==> src/rtl/div_pkg.sv <==
package div_pkg;

  typedef enum logic [2:0] {
    ST_IDLE,
    ST_SHIFT,
    ST_SUB,
    ST_FIX,
    ST_DONE
  } divState_e;

  typedef struct packed {
    logic load;      // capture operands, clear remainder
    logic loadZero;  // capture zero-divisor result
    logic shift;     // shift remainder:quotient left
    logic sub;       // trial subtraction
    logic fix;       // restore-or-set quotient bit
  } divCtl_t;

endpackage

==> src/rtl/div_ctrl.sv <==
module div_ctrl
  import div_pkg::*;
#(
  parameter int WIDTH = 8
) (
  input  logic    clk,
  input  logic    rstN,
  input  logic    start,
  input  logic    divisorZero,
  output divCtl_t ctl,
  output logic    busy,
  output logic    done,
  output logic    divZero
);

  localparam int CW = $clog2(WIDTH + 1);
  localparam logic [CW-1:0] LAST_ITER = CW'(WIDTH - 1);

  divState_e state, stateNext;
  logic [CW-1:0] iterCnt;
  logic accept;

  assign accept = start && (state == ST_IDLE || state == ST_DONE);

  always_comb begin
    stateNext = state;
    ctl = '0;
    unique case (state)
      ST_IDLE, ST_DONE: begin
        stateNext = ST_IDLE;
        if (accept) begin
          if (divisorZero) begin
            ctl.loadZero = 1'b1;
            stateNext = ST_DONE;
          end else begin
            ctl.load = 1'b1;
            stateNext = ST_SHIFT;
          end
        end
      end
      ST_SHIFT: begin
        ctl.shift = 1'b1;
        stateNext = ST_SUB;
      end
      ST_SUB: begin
        ctl.sub = 1'b1;
        stateNext = ST_FIX;
      end
      ST_FIX: begin
        ctl.fix = 1'b1;
        stateNext = (iterCnt == LAST_ITER) ? ST_DONE : ST_SHIFT;
      end
      default: stateNext = ST_IDLE;
    endcase
  end

  always_ff @(posedge clk or negedge rstN) begin
    if (!rstN) begin
      state   <= ST_IDLE;
      iterCnt <= '0;
      divZero <= 1'b0;
    end else begin
      state <= stateNext;
      if (ctl.load || ctl.loadZero) iterCnt <= '0;
      else if (ctl.fix)             iterCnt <= iterCnt + 1'b1;
      if (ctl.load)          divZero <= 1'b0;
      else if (ctl.loadZero) divZero <= 1'b1;
    end
  end

  assign busy = (state == ST_SHIFT) || (state == ST_SUB) || (state == ST_FIX);
  assign done = (state == ST_DONE);

  assert_iter_bound_R3: assert property (@(posedge clk) disable iff (!rstN)
    busy |-> (iterCnt < CW'(WIDTH)));

  assert_done_pulse_R3: assert property (@(posedge clk) disable iff (!rstN)
    done |=> !done);

  assert_zero_fast_R5: assert property (@(posedge clk) disable iff (!rstN)
    (start && !busy && divisorZero) |=> (done && !busy && divZero));

endmodule

==> src/rtl/div_datapath.sv <==
module div_datapath
  import div_pkg::*;
#(
  parameter int WIDTH = 8
) (
  input  logic             clk,
  input  logic             rstN,
  input  divCtl_t          ctl,
  input  logic [WIDTH-1:0] dividend,
  input  logic [WIDTH-1:0] divisor,
  output logic             divisorZero,
  output logic [WIDTH-1:0] quotient,
  output logic [WIDTH-1:0] remainder
);

  localparam int AW = WIDTH + 1;

  logic [AW-1:0]    aReg;
  logic [WIDTH-1:0] qReg;
  logic [WIDTH-1:0] mReg;
  logic [AW-1:0]    mWide;
  logic [AW-1:0]    diff;
  logic [AW-1:0]    restored;

  assign mWide    = {1'b0, mReg};
  assign diff     = aReg - mWide;
  assign restored = aReg + mWide;
  assign divisorZero = (divisor == '0);

  always_ff @(posedge clk or negedge rstN) begin
    if (!rstN) begin
      aReg <= '0;
      qReg <= '0;
      mReg <= '0;
    end else begin
      if (ctl.load) begin
        aReg <= '0;
        qReg <= dividend;
        mReg <= divisor;
      end else if (ctl.loadZero) begin
        aReg <= {1'b0, dividend};
        qReg <= '1;
        mReg <= '0;
      end else if (ctl.shift) begin
        {aReg, qReg} <= {aReg[AW-2:0], qReg, 1'b0};
      end else if (ctl.sub) begin
        aReg <= diff;
      end else if (ctl.fix) begin
        if (aReg[AW-1]) begin
          aReg    <= restored;
          qReg[0] <= 1'b0;
        end else begin
          qReg[0] <= 1'b1;
        end
      end
    end
  end

  assign quotient  = qReg;
  assign remainder = aReg[WIDTH-1:0];

  assert_restore_sign_R4: assert property (@(posedge clk) disable iff (!rstN)
    ctl.fix |=> !aReg[AW-1]);

  assert_rem_bound_R2: assert property (@(posedge clk) disable iff (!rstN)
    (ctl.fix && mReg != '0) |=> (aReg < mWide));

endmodule

==> src/rtl/restore_divider.sv <==
module restore_divider
  import div_pkg::*;
#(
  parameter int WIDTH = 8
) (
  input  logic             clk,
  input  logic             rstN,
  input  logic             start,
  input  logic [WIDTH-1:0] dividend,
  input  logic [WIDTH-1:0] divisor,
  output logic             busy,
  output logic             done,
  output logic             divZero,
  output logic [WIDTH-1:0] quotient,
  output logic [WIDTH-1:0] remainder
);

  divCtl_t ctl;
  logic divisorZero;

  div_ctrl #(.WIDTH(WIDTH)) ctrl_i (
    .clk(clk), .rstN(rstN), .start(start), .divisorZero(divisorZero),
    .ctl(ctl), .busy(busy), .done(done), .divZero(divZero)
  );

  div_datapath #(.WIDTH(WIDTH)) dpath_i (
    .clk(clk), .rstN(rstN), .ctl(ctl), .dividend(dividend), .divisor(divisor),
    .divisorZero(divisorZero), .quotient(quotient), .remainder(remainder)
  );

  assert_start_ignored_R7: assert property (@(posedge clk) disable iff (!rstN)
    (start && busy) |=> (busy || done));

  assert_hold_idle_R8: assert property (@(posedge clk) disable iff (!rstN)
    (!busy && !start) |=> ($stable(quotient) && $stable(remainder)));

endmodule

==> config.mk <==
export PLATFORM = sky130hd
export DESIGN_NAME = restore_divider
export DESIGN_NICKNAME = d
export VERILOG_FILES = /design/src/rtl/div_pkg.sv /design/src/rtl/div_ctrl.sv /design/src/rtl/div_datapath.sv /design/src/rtl/restore_divider.sv
export SDC_FILE = /design/constraint.sdc
export NUM_CORES = 1
export LEC_CHECK = 0
export BUFFER_PORTS_ARGS = -buffer_cell sky130_fd_sc_hd__buf_4
export CAP_MARGIN = 25
export CORE_ASPECT_RATIO = 1.2
export CORE_MARGIN = 2
export CORE_UTILIZATION = 28
export CTS_CLUSTER_DIAMETER = 120
export CTS_CLUSTER_SIZE = 20
export DETAILED_ROUTE_END_ITERATION = 8
export SLEW_MARGIN = 5
export SYNTH_ARGS = -nofsm -noshare
export SYNTH_HDL_FRONTEND = slang
export SYNTH_SLANG_ARGS = --single-unit
==> constraint.sdc <==
create_clock -name clk -period 2.51 [get_ports clk]
set_input_delay 0.251 -clock clk [delete_from_list [all_inputs] [get_ports clk]]
set_output_delay 0.251 -clock clk [all_outputs]
set_load 0.1 [all_outputs]
After elaboration in Yosys (flattened, before gate mapping)
Cells that the tools add are included.

Add/subtract/negate cells: 3. Mux-type cells: 30. Reductions and logical operators: 16. Equality and inequality tests: 6.

Operators by type and width (count): 9-bit two-way mux (6); 8-bit two-way mux (4); 3-bit case mux with 4 select lines (1); 1-bit two-way mux (11); 5-bit nonzero test (2); 9-bit by 8-bit adder with 9-bit output (1); 3-bit two-way mux (3); 9-bit by 8-bit subtractor with 9-bit output (1); 8-bit zero test (1); 4-bit two-way mux (2); 7-bit two-way mux (1); 3-bit by 2-bit == test with 1-bit output (second input constant) (2); 4-bit by 1-bit adder with 4-bit output (second input constant) (1); 4-bit by 3-bit == test with 1-bit output (second input constant) (1); 1-bit logical OR (4); 2-bit two-way mux (2); 4-bit by 1-bit inequality test with 1-bit output (second input constant) (1); 2-bit AND reduction (2); 2-bit nonzero test (2); 4-bit nonzero test (1); 3-bit by 1-bit == test with 1-bit output (second input constant) (1); 3-bit == test (second input constant) (1); 3-bit zero test (1); 3-bit nonzero test (1); other kinds (2) (2).

Output and inout port bits: 19. Flip-flop bits (word level): 33. Bits of input ports: 19.

Logic depth before layout (Yosys ltp)
Depth in word-level cells: 7. Mapped depth: 10.

Hierarchy
From an unflattened synthesis, not the netlist that was laid out.

Cell total of the unflattened synthesis: 278. Area total of the unflattened synthesis: 2501.1 sq um.

Modules (own cells, without submodules): div_datapath (sequential area each 625.6 sq um, cells an instance 236, area each 2070.7 sq um, instances 1); div_ctrl (sequential area each 200.2 sq um, cells an instance 42, area each 430.4 sq um, instances 1).

Worst setup path before layout
OpenSTA, ideal clock, no wires.

Kind: register to register. From: register dpath_i.aReg[0]. To: register dpath_i.aReg[6]. Clock period less this slack: 2047 ps. Setup time: 118 ps. Arrival: 1929 ps. Stages on the path, launching flop included: 9. Setup slack: 463 ps. Data required time: 2392 ps. Cells stage by stage: dfrtp_1 > ha_1 > fa_1 > nor2b_1 > o31ai_1 > o31ai_1 > xor2_1 > o221ai_1 > a21o_1.

Cells in the longest elaborated chain, start to end: 7. Elaborated cells between the ends (all ways): 8. Classes of those cells: add/sub (2); mux (6).

Ends and longest elaborated chain: start: declaration (RTL line div_datapath.sv:18) `logic [AW-1:0] aReg;`; start signal: assignment (RTL line div_datapath.sv:41) `aReg <= {1'b0, dividend};`; start signal: assignment (RTL line div_datapath.sv:45) `{aReg, qReg} <= {aReg[AW-2:0], qReg, 1'b0};`; start signal: assignment (RTL line div_datapath.sv:47) `aReg <= diff;`; 9-bit by 8-bit adder with 9-bit output (RTL line div_datapath.sv:27) `assign restored = aReg + mWide;`; 9-bit two-way mux (RTL line div_datapath.sv:49) `if (aReg[AW-1]) begin`; 9-bit two-way mux (RTL line div_datapath.sv:48) `end else if (ctl.fix) begin`; 9-bit two-way mux (*) (RTL line div_datapath.sv:46) `end else if (ctl.sub) begin`; 9-bit two-way mux (*) (RTL line div_datapath.sv:44) `end else if (ctl.shift) begin`; 9-bit two-way mux (*) (RTL line div_datapath.sv:40) `end else if (ctl.loadZero) begin`; 9-bit two-way mux (*) (RTL line div_datapath.sv:36) `if (ctl.load) begin`.

Mark *: on every way between the ends. The rest lies on a longest branch, timed or not. The select of a mux whose other input is x is not followed. A chain may end at the register's enable or synchronous reset.

Final worst setup path
Same ends and word-level chain as after synthesis.

==> impl_metrics.sql <==
INSERT INTO impl_metrics (metric_group, metric, value, unit) VALUES
('sta', 'timing.setup.tns', '0', 'ns'),
('synth', 'yosys.area_share.xor_xnor', '5.096', '%'),
('synth', 'synth-compound-area-share', '23.35', '%'),
('floorplanning', 'die_width', '88.62', 'µm'),
('cells_and_area', 'area_growth_syn_to_layout', '18.98', '%'),
('floorplanning', 'pin_count', '38', ''),
('grt', 'first_global_vias', '2122', ''),
('clock_network', 'cts_inserted_buffers', '5', ''),
('sta', 'fin_crit_sh', '90.73', '%'),
('drt', 'vias', '2093', ''),
('floorplanning', 'coreArea', '8472', 'µm²'),
('flow_run', 'maxCapViolCount', '0', ''),
('clock_network', 'cts.sinks', '33', ''),
('floorplanning', 'die_y', '105.5', 'µm'),
('synth', 'synth-edff-count', '0', ''),
('synth', 'syn_nets', '310', ''),
('synth', 'synth.mux.area_fraction', '0', '%'),
('clock_network', 'path_clk_slew', '0.08', 'ns'),
('drt', 'wl_per_cell', '15.54', 'µm'),
('clock_network', 'cts_hold_repair.buffers', '1', ''),
('synth', 'synth_fa_ha_area_share', '10.50', '%'),
('grt', 'grtUsageTotal', '14.92', '%'),
('clock_network', 'cts_root_buf', 'sky130_fd_sc_hd__clkbuf_8', ''),
('worst_hold_path', 'hold_class', 'primary input to flop', ''),
('drt', 'route.antenna.remaining_nets', '0', ''),
('setup_path', 'critical_path.endpoint_type', 'flop', ''),
('setup_path', 'critPathRequiredTime', '2.70', 'ns'),
('clock_network', 'cts.path.max_buffers', '2', ''),
('drt', 'dr.first_iter.drc_count', '134', ''),
('drt', 'drt_pre_antenna_iters', '4', ''),
('synth', 'synth_seq_area_share', '34.32', '%'),
('floorplanning', 'initial_utilization', '28.40', '%'),
('synth', 'avgSynthCellArea', '8.846', 'µm²'),
('clock_network', 'clock_insertion_delay_worst_skew', '0.29', 'ns'),
('synth', 'yosys.area.top_type', 'sky130_fd_sc_hd__dfrtp_1', ''),
('sta', 'timing.final.setup_violations', '0', ''),
('synth', 'dominantRegCellSynth', 'sky130_fd_sc_hd__dfrtp_1', ''),
('cells_and_area', 'design.final.nets', '342', ''),
('clock_network', 'cts_tree', 'done', ''),
('sta', 'hold-worst-slack', '0.1738', 'ns'),
('cells_and_area', 'n_antenna_cell', '0', ''),
('synth', 'postSynthRegisterBits', '33', ''),
('clock_network', 'post_cts_buffers', '0', ''),
('drt', 'post-route-drc-count', '0', ''),
('grt', 'first_pass_grt_wire_length', '10860', 'µm'),
('sta', 'rsz_0062_raised_after_global_routing', 'false', ''),
('placement', 'dpl.hpwl', '5012', 'µm'),
('outcome', 'run_status', 'complete, no violations', ''),
('synth', 'yosysWarnings', '0', ''),
('placement', 'number_of_port_buffers', '37', ''),
('grt', 'remaining_global_route_overflow', '0', ''),
('placement', 'place.gp.congestion', '0.8691', ''),
('sta', 'final_period_minus_worst_setup_slack', '2.277', 'ns'),
('sta', 'hold_viol_final', '0', ''),
('synth', 'post_synth_simple_gate_area', '19.34', '%'),
('synth', 'synth_cell_types', '54', ''),
('floorplanning', 'die_area', '9353', 'µm²'),
('sta', 'max_freq', '439.1', 'MHz'),
('synth', 'synth.cell_area', '2406', 'µm²'),
('drt', 'routed_via_density', '4.960', ''),
('setup_path', 'startpoint_to_endpoint_class_of_the_critical_path', 'flop to flop', ''),
('sta', 'timing.clock.skew', '0.008644', 'ns'),
('synth', 'synth_top_family_by_area', 'compound AO/OA/AOI/OAI gates', ''),
('clock_network', 'post_cts.resized_instances', '0', ''),
('sta', 'maxSlewViolCount', '0', ''),
('synth', 'async_flop_share', '100.0', '%'),
('setup_path', 'critical_path.max_fanout', '4', ''),
('sta', 'tightest_slew', '0.6587', 'ns'),
('synth', 'synthTopCellsByArea', 'sky130_fd_sc_hd__dfrtp_1 34%, sky130_fd_sc_hd__ha_1 8.8%, sky130_fd_sc_hd__nand2_1 5.8%, sky130_fd_sc_hd__xor2_1 3.6%, sky130_fd_sc_hd__buf_4 3.1%', ''),
('setup_path', 'worst-endpoint-arrival', '2.46', 'ns'),
('clock_network', 'h-tree-depth', '2', ''),
('cells_and_area', 'layout-drive-gt1-share', '22.30', '%'),
('grt', 'grt_start_max_net_pins', '34', ''),
('drt', 'routed_wirelength', '6556', 'µm'),
('synth', 'syn-instance-count', '272', ''),
('synth', 'yosys.area.top_type_share', '34.32', '%'),
('floorplanning', 'num_rows', '37', ''),
('sta', 'relative_slew_slack', '55.80', '%'),
('grt', 'antenna_violations_before_repair', '0', ''),
('setup_path', 'critical_path.startpoint_type', 'flop', '');
routing by layer:
metal	routed length [µm]	global-route usage, %	share of wire [%]	up-vias
met5	0	0	0	-
met4	78	4.113	1.2	0
met3	238	1.958	3.6	6
met2	3361	26.01	51	45
met1	2877	18.92	44	1013
li1	-	-	-	1029
cell usage after synthesis (2+ instances only):
cell type                   n
sky130_fd_sc_hd__xnor2_1    4
sky130_fd_sc_hd__a31oi_1   10
sky130_fd_sc_hd__dfrtp_1   33
sky130_fd_sc_hd__o21ai_1    5
sky130_fd_sc_hd__a21o_1     4
sky130_fd_sc_hd__nor2b_1    4
sky130_fd_sc_hd__a21oi_1   12
sky130_fd_sc_hd__a221oi_1   4
sky130_fd_sc_hd__o221ai_1   5
sky130_fd_sc_hd__inv_1     11
sky130_fd_sc_hd__o22ai_1    2
sky130_fd_sc_hd__o211ai_1   2
sky130_fd_sc_hd__nand2_1   37
sky130_fd_sc_hd__and2_1     2
sky130_fd_sc_hd__buf_4     10
sky130_fd_sc_hd__a211oi_1   2
sky130_fd_sc_hd__o21ai_0   15
sky130_fd_sc_hd__o31ai_1    3
sky130_fd_sc_hd__fa_1       2
sky130_fd_sc_hd__clkbuf_1   8
sky130_fd_sc_hd__nand2b_1   6
sky130_fd_sc_hd__buf_2      4
sky130_fd_sc_hd__nor3_1    11
sky130_fd_sc_hd__nor2_1    16
sky130_fd_sc_hd__a21o_2     2
sky130_fd_sc_hd__nand2_2    2
sky130_fd_sc_hd__nand3b_1   2
sky130_fd_sc_hd__xor2_1    10
sky130_fd_sc_hd__ha_1      17
sky130_fd_sc_hd__o211a_1    3
state kept, by name, indices dropped and copies added, names as in the netlist:
signal            cells
dpath_i.aReg          9
dpath_i.mReg          8
dpath_i.quotient      8
ctrl_i.iterCnt        4
ctrl_i.state          3
ctrl_i.divZero        1
area by class of cell:
cell class / count / area (µm²)
multi-input cells: 205 / 1403
clock inverters: 1 / 7.507
well taps: 117 / 146.4
fillers: 893 / 5609
clock buffers: 7 / 76.32
inverters: 11 / 41.29
flip-flops and latches: 33 / 825.8
repair buffers: 48 / 362.8
placed cells by master (no fill, tap or decap), drive strengths merged, types with 3 or more instances in the layout:
cell type,count
a211oi,3
a21o,6
a21oi,13
a221oi,5
a31oi,10
buf,47
clkbuf,7
dfrtp,33
ha,17
inv,11
nand2,39
nand2b,6
nor2,17
nor2b,4
nor3,12
o211a,3
o21ai,20
o221ai,5
o31ai,3
xnor2,4
xor2,10
stage by stage:
stage	util (%)	instances	setup slack [ns]	cell area (µm²)
after floorplan	-	272	0.4628	2406
after global placement	32.68	413	0.3017	2769
after detailed placement	32.68	413	0.2473	2769
after CTS	33.79	422	0.2223	2863
after global routing	33.79	422	0.07067	2863
final	33.79	422	0.2327	2863
worst max-delay path, stage by stage (launching register included):
cell and delay, ns:
sky130_fd_sc_hd__dfrtp_1 0.41, sky130_fd_sc_hd__ha_1 0.24, sky130_fd_sc_hd__fa_1 0.40, sky130_fd_sc_hd__nor2b_1 0.15, sky130_fd_sc_hd__o31ai_1 0.39, sky130_fd_sc_hd__o31ai_1 0.16, sky130_fd_sc_hd__xor2_1 0.16, sky130_fd_sc_hd__o221ai_1 0.12
sky130_fd_sc_hd__a21o_1 0.17
cell families after synthesis:
| logic type | after synthesis |
|---|---|
| XOR/XNOR | 14 |
| AND/OR/NAND/NOR | 91 |
| flip-flops | 33 |
| buffers and inverters | 34 |
| adder cells (fa/ha/maj) | 19 |
| AO/OA/AOI/OAI | 81 |
worst paths after layout:
check                                       startpoint                            end  slack (ns)  depth (start not counted)
min in group asynchronous                         rstN    dpath_i.mReg[4]$_DFFE_PN0P_        0.45                          2
max reg2reg                dpath_i.aReg[0]$_DFFE_PN0P_    dpath_i.aReg[6]$_DFFE_PN0P_        0.23                          8
max in group asynchronous                         rstN  ctrl_i.iterCnt[1]$_DFFE_PN0P_        1.73                          2
min reg2reg                 ctrl_i.divZero$_DFFE_PN0P_     ctrl_i.divZero$_DFFE_PN0P_        0.49                          1
min                                         divisor[5]    dpath_i.mReg[5]$_DFFE_PN0P_        0.17                          3
max                        dpath_i.aReg[0]$_DFFE_PN0P_    dpath_i.aReg[6]$_DFFE_PN0P_        0.23                          8
Power is not shown: default switching activity piles up to over one toggle a cycle in this logic, so the estimate is an artifact.
